### src/rtl/frame_filter_pkg.sv
// Shared types for the addressed frame filter.
package frame_filter_pkg;
    // Parser phase: waiting for address, expecting length, inside body.
    typedef enum logic [1:0] {
        ST_HUNT = 2'd0,
        ST_LEN  = 2'd1,
        ST_BODY = 2'd2
    } ff_state_e;
endpackage

### src/rtl/frame_gap_timer.sv
// Idle-gap watchdog for a frame in progress.
// Counts bit strobes since the last received byte while armed, and
// raises expire on the strobe that would exceed IDLE_BITS.
// Assumes rx_valid and bit_tick are single-cycle strobes.
module frame_gap_timer #(
    parameter int IDLE_BITS = 20
) (
    input  logic clk,
    input  logic rst_n,
    input  logic armed,
    input  logic rx_valid,
    input  logic bit_tick,
    output logic expire
);
    localparam int CW = $clog2(IDLE_BITS + 1);
    localparam logic [CW-1:0] LIMIT = CW'(IDLE_BITS);

    logic [CW-1:0] gap_cnt;

    // A strobe arriving once the count has reached the limit ends the frame.
    assign expire = armed && bit_tick && !rx_valid && (gap_cnt == LIMIT);

    // Count strobes since the last byte; clear on a byte or when disarmed.
    always_ff @(posedge clk) begin
        if (!rst_n || !armed || rx_valid) begin
            gap_cnt <= '0;
        end else if (bit_tick && gap_cnt != LIMIT) begin
            gap_cnt <= gap_cnt + 1'b1;
        end
    end
endmodule

### src/rtl/frame_tracker.sv
// Frame boundary tracker.
// Reads address, then length (whole-frame count), then length-2 body
// bytes. Flags body bytes of frames addressed to this node as emit.
// Assumes one byte per rx_valid strobe and expire never coincides
// with rx_valid.
module frame_tracker
    import frame_filter_pkg::*;
#(
    parameter int DW = 8
) (
    input  logic          clk,
    input  logic          rst_n,
    input  logic [DW-1:0] node_addr,
    input  logic          rx_valid,
    input  logic [DW-1:0] rx_data,
    input  logic          expire,
    output ff_state_e     state,
    output logic          hit,
    output logic          emit,
    output logic          emit_last
);
    localparam logic [DW-1:0] HDR_BYTES = DW'(2);

    logic [DW-1:0] remain;

    // A body byte of a claimed frame is forwarded; the final one is marked.
    assign emit      = rx_valid && (state == ST_BODY) && hit;
    assign emit_last = (remain == DW'(1));

    // Phase sequencing, address match latch and body down-counter.
    always_ff @(posedge clk) begin
        if (!rst_n) begin
            state  <= ST_HUNT;
            hit    <= 1'b0;
            remain <= '0;
        end else if (rx_valid) begin
            unique case (state)
                ST_HUNT: begin
                    hit   <= (rx_data == node_addr);
                    state <= ST_LEN;
                end
                ST_LEN: begin
                    if (rx_data <= HDR_BYTES) begin
                        state <= ST_HUNT;
                    end else begin
                        remain <= rx_data - HDR_BYTES;
                        state  <= ST_BODY;
                    end
                end
                ST_BODY: begin
                    remain <= remain - 1'b1;
                    if (remain == DW'(1)) state <= ST_HUNT;
                end
                default: state <= ST_HUNT;
            endcase
        end else if (expire) begin
            state <= ST_HUNT;
        end
    end
endmodule

### src/rtl/payload_stage.sv
// Single-entry output register for the payload stream.
// Loads a byte when empty or being drained; a byte offered while the
// register is full and stalled is dropped.
module payload_stage #(
    parameter int DW = 8
) (
    input  logic          clk,
    input  logic          rst_n,
    input  logic          load,
    input  logic [DW-1:0] load_data,
    input  logic          load_last,
    input  logic          pl_ready,
    output logic          pl_valid,
    output logic [DW-1:0] pl_data,
    output logic          pl_last
);
    logic can_take;

    // The register accepts new data only when it is free this cycle.
    assign can_take = !pl_valid || pl_ready;

    // Hold, refill or drain the output register.
    always_ff @(posedge clk) begin
        if (!rst_n) begin
            pl_valid <= 1'b0;
            pl_data  <= '0;
            pl_last  <= 1'b0;
        end else if (load && can_take) begin
            pl_valid <= 1'b1;
            pl_data  <= load_data;
            pl_last  <= load_last;
        end else if (pl_ready) begin
            pl_valid <= 1'b0;
        end
    end
endmodule

### src/rtl/frame_filter.sv
// Addressed frame receive filter (top).
// Accepts frames addressed to node_addr from a UART byte stream and
// forwards their payload on a valid/ready stream with a last marker.
// Assumes bit_tick pulses once per bit time on the line.
module frame_filter
    import frame_filter_pkg::*;
#(
    parameter int DW        = 8,
    parameter int IDLE_BITS = 20
) (
    input  logic          clk,
    input  logic          rst_n,
    input  logic [DW-1:0] node_addr,
    input  logic          bit_tick,
    input  logic          rx_valid,
    input  logic [DW-1:0] rx_data,
    output logic          pl_valid,
    input  logic          pl_ready,
    output logic [DW-1:0] pl_data,
    output logic          pl_last
);
    ff_state_e state;
    logic      hit;
    logic      emit;
    logic      emit_last;
    logic      expire;
    logic      armed;

    // The gap timer runs only while a frame is open.
    assign armed = (state != ST_HUNT);

    frame_gap_timer #(.IDLE_BITS(IDLE_BITS)) u_gap (
        .clk      (clk),
        .rst_n    (rst_n),
        .armed    (armed),
        .rx_valid (rx_valid),
        .bit_tick (bit_tick),
        .expire   (expire)
    );

    frame_tracker #(.DW(DW)) u_trk (
        .clk       (clk),
        .rst_n     (rst_n),
        .node_addr (node_addr),
        .rx_valid  (rx_valid),
        .rx_data   (rx_data),
        .expire    (expire),
        .state     (state),
        .hit       (hit),
        .emit      (emit),
        .emit_last (emit_last)
    );

    payload_stage #(.DW(DW)) u_out (
        .clk       (clk),
        .rst_n     (rst_n),
        .load      (emit),
        .load_data (rx_data),
        .load_last (emit_last),
        .pl_ready  (pl_ready),
        .pl_valid  (pl_valid),
        .pl_data   (pl_data),
        .pl_last   (pl_last)
    );
endmodule

### config.mk
export PLATFORM = sky130hd
export DESIGN_NAME = frame_filter
export DESIGN_NICKNAME = d
export VERILOG_FILES = /design/src/rtl/frame_filter_pkg.sv /design/src/rtl/frame_gap_timer.sv /design/src/rtl/frame_tracker.sv /design/src/rtl/payload_stage.sv /design/src/rtl/frame_filter.sv
export SDC_FILE = /design/constraint.sdc
export NUM_CORES = 1
export LEC_CHECK = 0
export BUFFER_PORTS_ARGS = -buffer_cell sky130_fd_sc_hd__buf_2
export CORE_MARGIN = 2
export CORE_UTILIZATION = 41
export DETAILED_ROUTE_END_ITERATION = 10
export PLACE_DENSITY = 0.74
export SYNTH_ARGS = -nofsm -noshare
export SYNTH_HDL_FRONTEND = slang
export SYNTH_SLANG_ARGS = --single-unit
### constraint.sdc
create_clock -name clk -period 2.9 [get_ports clk]
set_input_delay 0.145 -clock clk [delete_from_list [all_inputs] [get_ports clk]]
set_output_delay 0.145 -clock clk [all_outputs]
set_load 0.1 [all_outputs]
==> results of run 1 <==
## flip-flops by register name (all words and copies together), names as in the netlist
signal / flops
u_out.pl_data: 8
u_gap.gap_cnt: 5
u_trk.remain: 8
u_trk.state: 2
u_out.pl_valid: 1
u_trk.hit: 1
u_out.pl_last: 1
## final timing paths
check	cells past startpoint	start	to
worst max-delay path	6	u_trk.state[1]	u_out.pl_data[3]
worst min-delay path	3	rst_n	u_trk.remain[2]
worst max register to register	6	u_trk.state[1]	u_out.pl_data[3]
worst min register to register	2	u_trk.hit	u_trk.hit
## per-layer routing
layer / GRT usage, % / vias up
met5: 0 / -
met4: 6.383 / 0
met3: 2.257 / 4
met2: 27.73 / 29
met1: 21.80 / 566
li1: - / 656
## stage by stage
| stage | power [mW] | cells | util (%) | worst slack [ps] | area [sq um] |
|---|---|---|---|---|---|
| global placement | 0.5185 | 243 | 48.72 | 1117 | 1664 |
| CTS | 0.7679 | 247 | 50.26 | 1023 | 1717 |
| global route | 0.8039 | 247 | 50.26 | 793.1 | 1717 |
| floorplan | 0.4805 | 173 | - | 1149 | 1501 |
| finish | 0.7650 | 247 | 50.26 | 1023 | 1717 |
| detailed placement | 0.5188 | 243 | 48.72 | 1070 | 1664 |
## final cells by class
type / instances / area (sq um)
Fill cell: 359 / 1699
Timing Repair Buffer: 31 / 157.7
Inverter: 9 / 33.78
Clock buffer: 3 / 22.52
Tap cell: 46 / 57.56
Multi-Input combinational cell: 131 / 894.6
Clock inverter: 1 / 30.03
Sequential cell: 26 / 520.5
## cells by family after synthesis
family          after synthesis
simple gates                 63
compound gates               36
flops                        26
xor+xnor                     17
buf+inv                      16
mux                          10
fa+ha+maj                     5
## report_power, final
group	total, mW	internal [mW]	switching, mW
clock network	0.253	0.140	0.113
logic	0.133	0.0576	0.0749
registers	0.379	0.367	0.0124
## placed cells by master, fill, tap and decap left out, types with 4 or more instances in the layout
| cell type | instances |
|---|---|
| a21oi_1 | 13 |
| mux2i_1 | 10 |
| nor2_1 | 28 |
| inv_1 | 8 |
| xor2_1 | 14 |
| buf_2 | 30 |
| nand2_1 | 6 |
| nand2b_1 | 4 |
| nand3_1 | 4 |
| ha_1 | 5 |
| o21ai_1 | 6 |
| dfxtp_1 | 26 |
## worst max-delay path, cell delays in order, from the launching register on
cell and delay [ps]:
dfxtp_1 420, nor2b_1 540, nand3_1 190, nor2b_1 140
buf_4 220, mux2i_1 210, nor2_1 50
==> impl_results.md, run 1 <==
* YS warnings at 0
* Top cell type's share of synthesized area at 34.67%
* Area grow syn2layout at 14.33%
* CP required at about 3100 ps
* Synthesis-stage register bit count at 26
* Xor/xnor share of the synthesized area at around a tenth
* Routed wire length at about 3.0 mm
* CP Launch Type: register
* Setup Crit Path Kind: register to register
* DP HPWL at roughly 2.3 mm
* Hold-fix buffers, CTS at 0
* Synth Area in Adders at under 10%
* CTS H-Tree Depth at 1
* Synth Area in Simple Gates at 23.42%
* Final Hold Viols at 0
* WHS at roughly 110 ps
* First-pass GRT wire length at approximately 5.5 mm
* Routed len/inst at about 12 um
* Syn_nets at 199
* Gp weighted congestion at just under 0.9
* CP endpoint kind: register
* DR WL met2 at between 1 and 1.5 mm
* Multiplexer share of the synthesized area at around 6.7%
* Final Slew Violations at 0
* Clk sink count at 26
* Number of global-route vias before repair at ~1.3k
* Outcome: complete, no violations
* Post-layout nets at approximately 230
* Max_cap viols at 0
* IO Count at 31
* Rows at 21
* Synth unique cells at around 40
* Ys async rst share at 0%
* Die width at approximately 65 um
* Clock Latency Late Sink at between 300 and 400 ps
* CTS tree: built
* R2R setup slack at ~1000 ps
* Most frequent cell after synthesis: nor2_1
* DR pass1 iterations at 4
* Post-synth EDFFs at 0
* Hold WC Path Type: primary input to register
* Maximum vdd drop at 170.6 uV
* DRC at 0
* Antenna Violating Nets Remaining at 0
* DR vias at 1255
* Crit share post-route at between 60% and 70%
* Avg Cell Area, Syn at approximately 8.7 sq um
* Fin crit period at ~1900 ps
* Cells after Synth at between 150 and 200
* Slew headroom at around 60%
* Post-synth top flop: dfxtp_1
* Post-synthesis compound-gate area fraction at 14.92%
* Longest Clk Path Bufs at 2
* Seq/Total Area, Yosys at between 30% and 40%
* 1st-iter DRT viols at between 50 and 60
* Total gr overflow at 0
* Final setup violating endpoints at 0
* Post-CTS Resized at 0
* Core area at between 3000 and 4000 sq um
* Layout Skew at between 5 and 6 ps
* RSZ-0062 raised after global routing: false
* Met3 routed WL at between 100 and 150 um
* PortBufs at 30
* Largest cells by area after synthesis: dfxtp_1 (35%), xor2_1 (8.2%), nor2_1 (7.0%), mux2i_1 (6.7%), a21oi_1 (4.3%)
* Die Area at ~4200 sq um
* CP max FO at 10
* CTS root buf: clkbuf_4
* Leakage power total at between 0.6 and 0.7 nW
* Initial antenna violation count at 0
* Layout cells sized above 1 at a little over a fifth
* Cell taking the most area after synthesis: dfxtp_1
* Post-Route M1 WL at 1.547 mm
* Cts bufs inserted at 3
* Max layer used: met4
* Initial cell density of the core at 43.96%
* Antenna cell count at 0
* Die Y at 64.52 um
* PD cells at roughly 450 nW/um^2
* Fmax at approximately 530 MHz
* Setup TNS Final at 0 ps
* # Post-CTS Setup Buffers at 0
* Top cells by instance count after synthesis: nor2_1 (28), dfxtp_1 (26), xor2_1 (14)
* Largest net degree at the start of global routing at 19
* Vias per cell at 5.081
* Synth Cell Area at 1501 sq um
* Worst Path Arrival at roughly 2100 ps
* Clock-pin slew on the worst setup and hold paths at ~150 ps
* Total GRT Usage at between 15 and 20%
* Measured slew at the worst slew-check pin at slightly above 600 ps
* Combinational family with the most area after synthesis: simple AND/OR/NAND/NOR gates
No activity file was read; power rests on OpenSTA's default activity.
==> inputs of run 2 (changes only) <==
--- a/config.mk
+++ b/config.mk
@@ -5,11 +5,12 @@
 export SDC_FILE = /design/constraint.sdc
 export NUM_CORES = 1
 export LEC_CHECK = 0
+export ABC_AREA = 1
 export BUFFER_PORTS_ARGS = -buffer_cell sky130_fd_sc_hd__buf_2
 export CORE_MARGIN = 2
 export CORE_UTILIZATION = 41
 export DETAILED_ROUTE_END_ITERATION = 10
-export PLACE_DENSITY = 0.74
+export PLACE_DENSITY = 0.76
 export SYNTH_ARGS = -nofsm -noshare
 export SYNTH_HDL_FRONTEND = slang
 export SYNTH_SLANG_ARGS = --single-unit
==> constraint.sdc (replaced) <==
create_clock -name clk -period 1.6 [get_ports clk]
set_input_delay 0.08 -clock clk [delete_from_list [all_inputs] [get_ports clk]]
set_output_delay 0.08 -clock clk [all_outputs]
set_load 0.1 [all_outputs]
==> impl_results.md, run 2 <==
* Total gr overflow at 0
* CTS tree: built
* Max layer used: met4
* Worst Path Arrival at around 1600 ps
* Setup TNS Final at 0 ps
* Synthesis-stage register bit count at 26
* Final setup violating endpoints at 0
* DR pass1 iterations at 4
* Clk sink count at 26
* Biggest regs: u_out.pl_data (8), u_trk.remain (8), u_gap.gap_cnt (5)
* Synth unique cells at 26
* Clock-pin slew on the worst setup and hold paths at about 100 ps
* Core area at 3689 sq um
* Final Slew Violations at 0
* Outcome: complete, no violations
* DR WL met2 at roughly 1.7 mm
* Fin crit period at roughly 1400 ps
* CP endpoint kind: register
* Measured slew at the worst slew-check pin at about 500 ps
* Cell taking the most area after synthesis: dfxtp_1
* Die Area at roughly 4400 sq um
* Final Hold Viols at 0
* Area grow syn2layout at 17.01%
* Hold WC Path Type: primary input to register
* DRC at 0
* Rows at 22
* Initial cell density of the core at between 40% and 50%
* CP required at roughly 1800 ps
* CTS root buf: clkbuf_8
* Layout cells sized above 1 at approximately 18%
* Layout Skew at approximately 5.7 ps
* YS warnings at 0
* Xor/xnor share of the synthesized area at about 2.2%
* Max_cap viols at 0
* Post-synth EDFFs at 0
* Initial antenna violation count at 0
* Gp weighted congestion at about 0.86
* Number of global-route vias before repair at 1453
* Cts bufs inserted at 3
* Avg Cell Area, Syn at around 6.5 sq um
* Synth Cell Area at between 1500 and 2000 sq um
* Post-synth top flop: dfxtp_1
* Sequential share of power at between 40% and 50%
* Total GRT Usage at 18.43%
* IO Count at 31
* Vias per cell at ~4.9
* PortBufs at 30
* Int Power at 1.108 mW
* Most frequent cell after synthesis: nand2_1
* Slew headroom at between 60% and 70%
* Synth Area in Adders at 3.937%
* Crit share post-route at 88.62%
* Clock Latency Late Sink at between 200 and 300 ps
* Routed len/inst at 11.21 um
* Setup Crit Path Kind: register to register
* Antenna Violating Nets Remaining at 0
* Most common library cell in the layout ignoring fill and taps: nand2_1
* Maximum vdd drop at roughly 470 uV
* Top cell type's share of synthesized area at 32.76%
* Fmax at approximately 710 MHz
* CTS H-Tree Depth at 1
* 1st-iter DRT viols at around 120
* Top cells by instance count after synthesis: nand2_1 (53), inv_1 (35), nor2_1 (34)
* Met3 routed WL at roughly 190 um
* Largest net degree at the start of global routing at 21
* Post-route cell area at ~1900 sq um
* Syn_nets at around 270
* Post-layout nets at slightly above 300
* RSZ-0062 raised after global routing: false
* Multiplexer share of the synthesized area at 0%
* First-pass GRT wire length at between 6 and 7 mm
* Hold-fix buffers, CTS at 0
* Seq/Total Area, Yosys at between 30% and 40%
* Routed wire length at 3.656 mm
* Die width at between 60 and 70 um
* Combinational family with the most area after synthesis: simple AND/OR/NAND/NOR gates
* DR vias at between 1.5k and 2k
* Commonest cells after routing, fill and taps aside: nand2_1 (52), inv_1 (35), nor2_1 (34)
* Synth Area in Simple Gates at a little over a third
* Antenna cell count at 0
* Sw Ratio at between 20% and 30%
* CP Launch Type: register
* Longest Clk Path Bufs at 2
* DP HPWL at roughly 2.8 mm
* Area after DPL at about 1800 sq um
* Switching pwr at roughly 430 uW
* Post-synthesis compound-gate area fraction at between 10 and 15%
* Ys async rst share at 0%
* Gate power share at approximately a fifth
* CP max FO at 12
* Die Y at 66.26 um
* Post-Route M1 WL at between 1.5 and 2 mm
* PD cells at 826.2 nW/um^2
* Cells after Synth at 246
* Leakage power total at between 0.9 and 1 nW
* Largest cells by area after synthesis: dfxtp_1 (33%), nand2_1 (13%), inv_1 (8.3%), nor2_1 (8.0%), o21ai_0 (6.6%)
* Clock share of power at 36.1%
run 2: final cells by class:
class | count | area (sq um)
clock buffers | 3 | 41.29
clock inverters | 1 | 30.03
fillers | 386 | 1829
inverters | 36 | 140.1
multi-input cells | 181 | 908.4
flip-flops and latches | 26 | 521.8
well taps | 48 | 60.06
repair buffers | 31 | 157.7
run 2: power by group through the flow:
stage,Sequential [mW],Clock [mW],Combinational (mW)
floorplan,0.713,0,0.198
global placement,0.706,0,0.282
detailed placement,0.707,0,0.286
CTS,0.692,0.561,0.288
global route,0.698,0.591,0.332
finish,0.692,0.554,0.290
run 2: metrics by stage:
stage	hold WS [ps]	util [%]	setup slack, ps	power (mW)	std cells
floorplan	222.1	-	134.2	0.9105	246
global route	148.5	50.41	59.46	1.621	326
detailed placement	397.4	48.03	168.7	0.9927	320
CTS	101.8	49.97	150.1	1.541	324
finish	128.3	50.41	182.2	1.536	326
global placement	393.6	48.03	228.0	0.9887	320
run 2: cells by family (layout without fill, tap and decap cells):
group,count (synthesis),after routing
fa+ha+maj,5,5
simple gates,127,128
xor+xnor,4,4
compound gates,44,44
buf+inv,40,71
flops,26,26
run 2: timing repair:
item                       in CTS  in global routing
setup endpoints to repair       0                  3
resized for setup               0                  1
buffers inserted                0                  1
run 2: final timing paths:
| kind | startpoint | slack (ps) | to | depth (start not counted) |
|---|---|---|---|---|
| setup / recovery | u_trk.state[0] | 180 | u_out.pl_data[0] | 7 |
| setup reg to reg | u_trk.state[0] | 180 | u_out.pl_data[0] | 7 |
| hold / removal | pl_ready | 130 | u_out.pl_valid | 4 |
| hold reg to reg | u_trk.state[0] | 490 | u_trk.state[0] | 2 |
run 2: routing by layer:
layer / vias up / GRT usage (%)
met1: 700 / 23.57
met2: 42 / 31.62
li1: 856 / -
met5: - / 0
met3: 2 / 3.066
met4: 0 / 5.357
run 2: critical path: stages, from the launching register on:
cell	delay, ps
dfxtp_1	320
inv_1	90
nand2_2	160
nor2_2	170
nand2_2	120
nor2_2	280
o21ai_0	120
nor2_1	100
